`src/rtl/bridge_guard_pkg.sv`:
```
package bridge_guard_pkg;

    localparam int unsigned PHASES    = 3;
    localparam int unsigned SUPPLIES  = PHASES + 1;
    localparam int unsigned LO_SUPPLY = 0;

    // One supply's pair of comparator levels
    typedef struct packed {
        logic under;
        logic clear;
    } uv_cmp_t;

    typedef enum logic {
        PULSE_IDLE = 1'b0,
        PULSE_ON   = 1'b1
    } pulse_state_e;

    // Width of a counter that must reach 'limit'
    function automatic int unsigned cnt_bits(input int unsigned limit);
        return (limit < 2) ? 1 : $clog2(limit + 1);
    endfunction

endpackage

```
`src/rtl/bg_uv_monitor.sv`:
```
module bg_uv_monitor
    import bridge_guard_pkg::*;
#(
    parameter int unsigned FILT_LEN = 8
) (
    input  logic clk,
    input  logic rst,
    input  logic under_raw,
    input  logic clear_raw,
    output logic tripped
);
    localparam int unsigned     CW   = cnt_bits(FILT_LEN);
    localparam logic [CW-1:0]   LAST = CW'(FILT_LEN - 1);

    uv_cmp_t        meta_q;
    uv_cmp_t        sync_q;
    logic [CW-1:0]  run_q;
    logic           cond;

    // Two-flop synchronizer for both comparator levels
    always_ff @(posedge clk) begin
        if (rst) begin
            meta_q <= '0;
            sync_q <= '0;
        end else begin
            meta_q <= '{under: under_raw, clear: clear_raw};
            sync_q <= meta_q;
        end
    end

    // Tripped state looks for release, released state looks for trip
    assign cond = tripped ? sync_q.clear : sync_q.under;

    always_ff @(posedge clk) begin
        if (rst) begin
            tripped <= 1'b1;
            run_q   <= '0;
        end else if (cond) begin
            if (run_q == LAST) begin
                tripped <= ~tripped;
                run_q   <= '0;
            end else begin
                run_q <= run_q + 1'b1;
            end
        end else begin
            run_q <= '0;
        end
    end

    AST_TRIP_NEEDS_UNDER: assert property (@(posedge clk) disable iff (rst)
        $rose(tripped) |-> $past(sync_q.under));
    AST_RELEASE_NEEDS_CLEAR: assert property (@(posedge clk) disable iff (rst)
        $fell(tripped) |-> $past(sync_q.clear));

endmodule

```
`src/rtl/bg_sc_filter.sv`:
```
module bg_sc_filter
    import bridge_guard_pkg::*;
#(
    parameter int unsigned BLANK = 90
) (
    input  logic clk,
    input  logic rst,
    input  logic oc_raw,
    output logic sc_active
);
    localparam int unsigned    CW  = cnt_bits(BLANK);
    localparam logic [CW-1:0]  LIM = CW'(BLANK);

    logic [CW-1:0] hold_q;

    // Count consecutive high samples, saturating at the blanking length
    always_ff @(posedge clk) begin
        if (rst) begin
            hold_q <= '0;
        end else if (oc_raw) begin
            if (hold_q != LIM) hold_q <= hold_q + 1'b1;
        end else begin
            hold_q <= '0;
        end
    end

    assign sc_active = (hold_q == LIM);

    AST_SC_NEEDS_SENSE: assert property (@(posedge clk) disable iff (rst)
        $rose(sc_active) |-> $past(oc_raw));

endmodule

```
`src/rtl/bg_fault_timer.sv`:
```
module bg_fault_timer
    import bridge_guard_pkg::*;
#(
    parameter int unsigned WIDTH = 90000
) (
    input  logic clk,
    input  logic rst,
    input  logic fault_req,
    output logic active
);
    localparam int unsigned    CW   = cnt_bits(WIDTH);
    localparam logic [CW-1:0]  LAST = CW'(WIDTH - 1);

    pulse_state_e   state_q;
    logic [CW-1:0]  age_q;
    logic           req_q;
    logic           req_edge;

    // Starts high so a fault already present at reset gives no pulse
    always_ff @(posedge clk) begin
        if (rst) req_q <= 1'b1;
        else     req_q <= fault_req;
    end

    assign req_edge = fault_req & ~req_q;

    always_ff @(posedge clk) begin
        if (rst) begin
            state_q <= PULSE_IDLE;
            age_q   <= '0;
        end else begin
            unique case (state_q)
                PULSE_IDLE: begin
                    if (req_edge) begin
                        state_q <= PULSE_ON;
                        age_q   <= '0;
                    end
                end
                PULSE_ON: begin
                    if (age_q == LAST) state_q <= PULSE_IDLE;
                    else               age_q   <= age_q + 1'b1;
                end
                default: state_q <= PULSE_IDLE;
            endcase
        end
    end

    assign active = (state_q == PULSE_ON);

    AST_PULSE_BOUNDED: assert property (@(posedge clk) disable iff (rst)
        active |-> (age_q <= LAST));

endmodule

```
`src/rtl/bg_leg.sv`:
```
module bg_leg (
    input  logic clk,
    input  logic rst,
    input  logic cmd_n,
    input  logic block,
    output logic gate
);
    logic cmd_on;
    logic lock_q;

    assign cmd_on = ~cmd_n;

    // Lock is set by any block and clears only while the command is off
    always_ff @(posedge clk) begin
        if (rst)          lock_q <= 1'b1;
        else if (block)   lock_q <= 1'b1;
        else if (!cmd_on) lock_q <= 1'b0;
    end

    assign gate = cmd_on & ~block & ~lock_q;

    AST_BLOCK_FORCES_OFF: assert property (@(posedge clk) disable iff (rst)
        block |-> !gate);
    AST_REARM_NEEDS_RELEASE: assert property (@(posedge clk) disable iff (rst)
        ($past(cmd_on && !gate) && cmd_on) |-> !gate);

endmodule

```
`src/rtl/bridge_guard.sv`:
```
module bridge_guard
    import bridge_guard_pkg::*;
#(
    parameter int unsigned SC_BLANK = 90,
    parameter int unsigned FO_WIDTH = 90000,
    parameter int unsigned UV_FILT  = 8
) (
    input  logic                clk,
    input  logic                rst,
    input  logic [PHASES-1:0]   cmd_hi_n,
    input  logic [PHASES-1:0]   cmd_lo_n,
    input  logic                oc_sense,
    input  logic [SUPPLIES-1:0] uv_under,
    input  logic [SUPPLIES-1:0] uv_clear,
    output logic [PHASES-1:0]   gate_hi,
    output logic [PHASES-1:0]   gate_lo,
    output logic                fault_n
);
    logic [SUPPLIES-1:0] uv_trip;
    logic                sc_active;
    logic                fault_active;
    logic                fault_req;
    logic                lo_block;

    for (genvar s = 0; s < SUPPLIES; s++) begin : g_supply
        bg_uv_monitor #(.FILT_LEN(UV_FILT)) u_mon (
            .clk       (clk),
            .rst       (rst),
            .under_raw (uv_under[s]),
            .clear_raw (uv_clear[s]),
            .tripped   (uv_trip[s])
        );
    end

    bg_sc_filter #(.BLANK(SC_BLANK)) u_sc (
        .clk       (clk),
        .rst       (rst),
        .oc_raw    (oc_sense),
        .sc_active (sc_active)
    );

    assign fault_req = sc_active | uv_trip[LO_SUPPLY];

    bg_fault_timer #(.WIDTH(FO_WIDTH)) u_timer (
        .clk       (clk),
        .rst       (rst),
        .fault_req (fault_req),
        .active    (fault_active)
    );

    assign fault_n  = ~fault_active;
    assign lo_block = sc_active | fault_active | uv_trip[LO_SUPPLY];

    for (genvar p = 0; p < PHASES; p++) begin : g_phase
        bg_leg u_lo (
            .clk   (clk),
            .rst   (rst),
            .cmd_n (cmd_lo_n[p]),
            .block (lo_block),
            .gate  (gate_lo[p])
        );
        bg_leg u_hi (
            .clk   (clk),
            .rst   (rst),
            .cmd_n (cmd_hi_n[p]),
            .block (uv_trip[p+1]),
            .gate  (gate_hi[p])
        );

        AST_HI_UV_OFF: assert property (@(posedge clk) disable iff (rst)
            uv_trip[p+1] |-> !gate_hi[p]);
    end

    AST_SC_LO_OFF: assert property (@(posedge clk) disable iff (rst)
        sc_active |-> (gate_lo == '0));
    AST_FAULT_LO_OFF: assert property (@(posedge clk) disable iff (rst)
        !fault_n |-> (gate_lo == '0));
    AST_LO_UV_OFF: assert property (@(posedge clk) disable iff (rst)
        uv_trip[LO_SUPPLY] |-> (gate_lo == '0));
    AST_PULSE_STARTS: assert property (@(posedge clk) disable iff (rst)
        ($rose(fault_req) && fault_n) |=> !fault_n);

endmodule

```
`config.mk`:
```
export PLATFORM = sky130hd
export DESIGN_NAME = bridge_guard
export DESIGN_NICKNAME = d
export VERILOG_FILES = /design/src/rtl/bridge_guard_pkg.sv /design/src/rtl/bg_uv_monitor.sv /design/src/rtl/bg_sc_filter.sv /design/src/rtl/bg_fault_timer.sv /design/src/rtl/bg_leg.sv /design/src/rtl/bridge_guard.sv
export SDC_FILE = /design/constraint.sdc
export NUM_CORES = 1
export LEC_CHECK = 0
export BUFFER_PORTS_ARGS = -buffer_cell sky130_fd_sc_hd__buf_2
export CORE_MARGIN = 5
export CORE_UTILIZATION = 51
export CTS_CLUSTER_SIZE = 20
export DETAILED_ROUTE_END_ITERATION = 8
export PLACE_DENSITY = 0.83
export SYNTH_ARGS = -nofsm -noshare
export SYNTH_HDL_FRONTEND = slang
export SYNTH_HIERARCHICAL = 1
export SYNTH_SLANG_ARGS = --single-unit
```
`constraint.sdc`:
```
create_clock -name clk -period 2.1 [get_ports clk]
set_clock_uncertainty 0.15 [all_clocks]
set_input_delay 0.105 -clock clk [delete_from_list [all_inputs] [get_ports clk]]
set_output_delay 0.105 -clock clk [all_outputs]
set_load 0.03 [all_outputs]
```
* Word-level counts from Yosys, hierarchy flattened
Index checks and enable logic that the tools add are counted.
W data, S select, Z words.
** Word-level totals
- Flip-flop bits (word level) :: 68
- Bits of input ports :: 17
- Output and inout port bits :: 7
** Operators by class
- Add/sub/neg operators :: 6
- Equality and inequality tests :: 9
- Mux-type cells :: 10
- Bitwise operators :: 40
- Reductions and logical operators :: 14
** Operators by type and width (number)
- $mux W17 :: 2
- $pmux W17 S2 :: 1
- $not A1 Y1 :: 24
- $add A17 B1 Y17 const B :: 1
- $eq A17 B17 Y1 const B :: 1
- $add A4 B1 Y4 const B :: 4
- $eq A4 B3 Y1 const B :: 4
- $and A1 B1 Y1 :: 13
- $reduce_or A3 Y1 :: 4
- $reduce_and A2 Y1 :: 5
- $reduce_or A2 Y1 :: 5
- $add A7 B1 Y7 const B :: 1
- $eq A7 B7 Y1 const B :: 1
- $ne A7 B7 Y1 const B :: 1
- $mux W1 :: 6
- $or A1 B1 Y1 :: 3
- $ne A2 B1 Y1 const B :: 1
- $ne A2 B2 Y1 const B :: 1
- $pmux W1 S2 :: 1

* Logic depth before layout (Yosys ltp)
- Depth after elaboration :: 6
- Gate-level depth with buffers :: 10
- Gate-level depth less buffers :: 9

* Modules after synthesis
The synthesis kept the hierarchy.
** By module, submodules not included
- bg_uv_monitor :: times used 4, cells each 29, area each 316.6 um2
- bg_fault_timer :: times used 1, cells each 128, area each 1076.0 um2
- bg_sc_filter :: times used 1, cells each 36, area each 334.1 um2
- bg_leg :: times used 6, cells each 5, area each 37.5 um2
- bridge_guard :: times used 1, cells each 3, area each 16.3 um2

* Worst setup path after synthesis
OpenSTA, ideal clock, no wires.
- Kind :: register -> register
- Start :: register u_sc.hold_q[0]
- End :: register u_timer.age_q[9]
- Arrival :: 2.012 ns
- Required time :: 1.877 ns
- Path slack :: -0.135 ns
- Stages on the path, launching flop included :: 11
- Clock period less this slack :: 2.235 ns
- Cells stage by stage :: dfxtp_1 inv_1 ha_1 nand4b_1 nor2_1 or2_2 nor2b_1 or3_1 o21a_1 buf_6 o22ai_2
** Between the ends
- Cells in the longest elaborated chain, start to end :: 5
** Ends and longest elaborated chain
- start, declared :: RTL line bg_sc_filter.sv:14 : logic [CW-1:0] hold_q;
- start signal, assigned :: RTL line bg_sc_filter.sv:21 : if (hold_q != LIM) hold_q <= hold_q + 1'b1;
- $eq A7 B7 Y1 :: RTL line bg_sc_filter.sv:27 : assign sc_active = (hold_q == LIM);
- net sc_active :: RTL line bridge_guard.sv:20 : logic sc_active;
- $or A1 B1 Y1 :: RTL line bridge_guard.sv:42 : assign fault_req = sc_active | uv_trip[LO_SUPPLY];
- net fault_req :: RTL line bridge_guard.sv:22 : logic fault_req;
- $and A1 B1 Y1 :: RTL line bg_fault_timer.sv:25 : assign req_edge = fault_req & ~req_q;
- $ne A2 B1 Y1 (no line)
- $reduce_and A2 Y1 (no line)
- end signal, assigned :: RTL line bg_fault_timer.sv:41 : else age_q <= age_q + 1'b1;
- end, declared :: RTL line bg_fault_timer.sv:15 : logic [CW-1:0] age_q;
The timed path passes the listed nets, and every way through them passes these cells.
A chain may end at the register's enable or synchronous reset.

* Worst setup path after layout
- Start :: register u_sc.hold_q[0]
- End :: output port gate_lo[2]
** Between the ends
- Cells in the longest elaborated chain, start to end :: 6
** Ends and longest elaborated chain
- $eq A7 B7 Y1 :: RTL line bg_sc_filter.sv:27
- net sc_active :: RTL line bridge_guard.sv:20
- $or A1 B1 Y1 (2 in a row) :: RTL line bridge_guard.sv:52 : assign lo_block = sc_active | fault_active | uv_trip[LO_SUPPLY];
- net lo_block :: RTL line bridge_guard.sv:23 : logic lo_block;
- $not A1 Y1 :: RTL line bg_leg.sv:20 : assign gate = cmd_on & ~block & ~lock_q;
- $and A1 B1 Y1 (2 in a row) :: RTL line bg_leg.sv:20
- end, declared :: RTL line bridge_guard.sv:16 : output logic [PHASES-1:0] gate_lo,
The timed path passes the listed nets, and every way through them passes these cells.

==> out/results.tsv <==
stage	metric	value	unit
logic_synthesis	Synth Net Count	337	
critical_path	slack of the worst reg-to-reg path	0.03	ns
pwr	combinational power share	4.9	%
outcome	failing checks	negative setup slack	
grt	met2 usage	29.2	%
logic_synthesis	post-synthesis cell type count	50	
floorplan	core area	0.00554	mm2
placement	Detail Placement HPWL	4.07	mm
sta	setup violators final	3	
sta	hold_ws	0.0340	ns
critical_path	crit path cell chain	inv_2 > ha_4 > nand4b_1 > nor2_2 > buf_6 > or3_4 > nor3_4 > buf_6	
cts	TritonCTS Buffers	9	
cts	number of H-tree levels	3	
critical_path	CP required	1.85	ns
route	WL/cell	13.8	um
sta	Final Hold Viols	0	
route	routed wire length	6.29	mm
logic_synthesis	Post-synth ARST share	0	%
critical_path	Setup Crit Path Kind	flop to output port	
placement	GP Congestion	0.895	
sta	Final min period	2.19	ns
critical_path	critical path peak fanout	5	
cts	CTS tree	yes	
route	DRC	0	
floorplan	Die H	85.6	um
pwr	Pleak	1.51	nW
pwr	Clk network pwr share	39.5	%
critical_path	CP arrival	1.93	ns
route	Final ANT Viol Nets	0	
pwr	maximum VDD drop	0.448	mV
critical_path	Buf+Inv Stages, Crit Path	3	
logic_synthesis	Seq/Total Area, Yosys	46.7	%
logic_synthesis	Mapped Area	0.00292	mm2
sta	max frequency	0.457	GHz
grt	met1 Use GR	21.6	%
finish	FILL cells	438	
finish	Layout Nets	403	
finish	fin util	67.4	%
grt	largest net degree at the start of global routing	40	
floorplan	row cnt	27	
sta	PnR worst setup slack	-0.0894	ns
cts	Max Root-Sink Buffers	2	
grt	grt peak-use layer	met2	
floorplan	Ports	24	
logic_synthesis	EDFF count, synth	0	
grt	Total Routing Usage GR	17.6	%
hold_path	Hold Crit Class	primary input to flop	
floorplan	Initial Utilization	52.7	%
grt	met3 Resource Use GR	3.84	%
finish	layout cells sized above 1	28.1	%
sta	Final period util	104	%
placement	placed insts	421	
pwr	Sw Share	24.1	%
grt	initial antenna violation count	0	
grt	GRT overflow	0	
finish	final cell count without fillers	456	
finish	ant diodes	0	
run	Max-cap violations	0	
critical_path	delay-heaviest family, CP	simple AND/OR/NAND/NOR gates	
logic_synthesis	post-synthesis cell count	313	
placement	Port Buffers	23	
critical_path	CP endpoint kind	output port	
logic_synthesis	Primary FF master, synth	dfxtp_1	
route	DR iter-0 viols	122	
pwr	Power Density	637	mW/mm2
logic_synthesis	syn avg cell area	9.32	um2
pwr	switching power of the nets	0.573	mW
route	DR pass1 iterations	4	
critical_path	Worst setup SP type	flop	
sta	RSZ-0062 raised after global routing	true	
finish	Area growth syn-to-layout	28.0	%
critical_path	most used cell, CP	buf_6	
pwr	cell-internal power	1.81	mW
grt	first-pass GRT wire length	10.4	mm
floorplan	die area	0.00733	mm2
logic_synthesis	Synth Register Bits	68	
sta	Slew HR	71.0	%
critical_path	slowest CP cell	or3_4	
floorplan	Die X	85.6	um
cts	CTS clk-pin slew, worst paths	0.07	ns
route	routed vias	2462	
sta	Least-Margin Pin Slew	0.431	ns
outcome	run status	finished, violations left	
pwr	Sequential Power Share	55.6	%
critical_path	max incr delay on CP	0.43	ns
logic_synthesis	Yosys warnings	6	
cts	Root Buffer	clkbuf_8	
cts	worst-skew pair later-pin latency	0.34	ns
grt	vias in the first global route	2383	
route	vias per cell	5.40	
sta	pins over their slew limit	0	
cts	clk sink count	68	
-- kinds of logic (layout without fill, tap and decap cells) --
logic type | Yosys count | in the layout | synth area share (%)
xor+xnor | 13 | 13 | 3.90
buf+inv | 31 | 102 | 4.55
simple gates | 129 | 129 | 26.0
flops | 68 | 68 | 46.7
fa+ha+maj | 7 | 7 | 3.00
compound gates | 65 | 65 | 15.9
-- power groups by stage --
| stage | logic (mW) | registers, mW | clock network, mW |
|---|---|---|---|
| after floorplan | 0.0400 | 1.35 | 0 |
| after global placement | 0.0860 | 1.35 | 0 |
| after detailed placement | 0.0884 | 1.35 | 0 |
| after CTS | 0.110 | 1.32 | 0.966 |
| after global routing | 0.129 | 1.33 | 1.03 |
| final | 0.117 | 1.32 | 0.939 |
-- layout by cell type, fill, tap and decap left out, drive strengths merged, types with 6 or more instances in the layout --
master	n
a21oi	11
and3	7
buf	50
clkbuf	9
dfxtp	68
dlygate4sd3	14
ha	7
inv	23
nand2	10
nand2b	8
nand3	12
nand4	10
nor2	23
nor2b	19
nor3	17
nor4	6
o21a	6
o21ai	16
xnor2	7
xor2	6
-- final cells by class --
type	instances	area [um2]	share of cell area, %
flip-flops and latches	68	1370	36.7
clock inverters	7	51.3	1.37
well taps	72	90.1	2.41
inverters	22	82.6	2.21
repair buffers	64	488	13.1
clock buffers	9	124	3.32
multi-input cells	214	1530	40.9
-- state kept, by name, summed over array words and instances (netlist names) --
name,flops
g_phase.u_lo/lock_q,3
g_supply.u_mon/meta_q,8
u_timer/req_q,1
u_timer/active,1
g_supply.u_mon/tripped,4
g_supply.u_mon/run_q,16
g_phase.u_hi/lock_q,3
u_sc/hold_q,7
u_timer/age_q,17
g_supply.u_mon/sync_q,8
-- what timing repair did --
item,CTS,global route
pin swaps,1,6
setup endpoints to repair,11,13
endpoints found under the hold margin,14,0
hold buffers,14,0
gates resized for setup,10,19
buffers inserted,3,2
-- synth_stat cells, types with 2 or more instances --
cell type	number	area, um2
o21bai_1	4	30.0
nor4_1	6	37.5
a21oi_1	10	50.1
and3_1	7	43.8
xnor2_1	7	61.3
o21ai_0	6	30.0
clkbuf_1	6	22.5
nor2b_1	19	119
o211ai_2	2	25.0
nor3_1	17	85.1
inv_1	22	82.6
dfxtp_1	68	1360
o21a_1	6	45.0
ha_1	7	87.6
a21o_1	2	15.0
o31ai_1	2	15.0
nand2b_4	4	55.1
o211ai_1	3	22.5
or2_2	2	12.5
o21ai_1	6	30.0
xor2_1	6	52.6
nand3_1	11	55.1
nor2_1	23	86.3
or3_1	4	25.0
a31oi_1	5	31.3
nand2_1	10	37.5
nand2b_1	3	18.8
a211oi_1	4	30.0
buf_6	2	22.5
o21ai_2	4	35.0
and3b_1	4	35.0
nand4_1	10	62.6
a211o_1	4	35.0
-- layer usage --
| metal | wire length (um) | part of all wire, % |
|---|---|---|
| met4 | 134 | 2.1 |
| met2 | 2980 | 47 |
| met3 | 315 | 5.0 |
| met1 | 2870 | 46 |
| met5 | 0 | 0 |
-- tightest hold or removal path: cells and delay by family --
kind                   cells  cell delay, ns
AO/OA/AOI/OAI              1            0.06
buffers and inverters      1            0.09
AND/OR/NAND/NOR            1            0.22
-- per-stage QoR --
step / power, mW / setup TNS, ns / worst slack [ns] / cell area (um2)
6_report: 2.38 / -0.112 / -0.0894 / 3740
5_1_grt: 2.48 / -0.369 / -0.164 / 3740
4_1_cts: 2.40 / -0.149 / -0.0549 / 3640
3_5_place_dp: 1.44 / -0.0199 / -0.0151 / 3260
3_3_place_gp: 1.44 / 0 / 0.0336 / 3260
2_1_floorplan: 1.39 / -0.113 / -0.0240 / 2940
-- worst paths after layout --
check / from / endpoint / cells past startpoint
setup / recovery: u_sc/hold_q[0] / gate_lo[2] / 8
hold / removal: oc_sense / u_sc/hold_q[5] / 3
setup reg to reg: u_timer/age_q[13] / u_timer/age_q[13] / 5
hold reg to reg: g_supply[2].u_mon/meta_q[1] / g_supply[2].u_mon/sync_q[1] / 1
No activity file was read; power rests on OpenSTA's default activity.
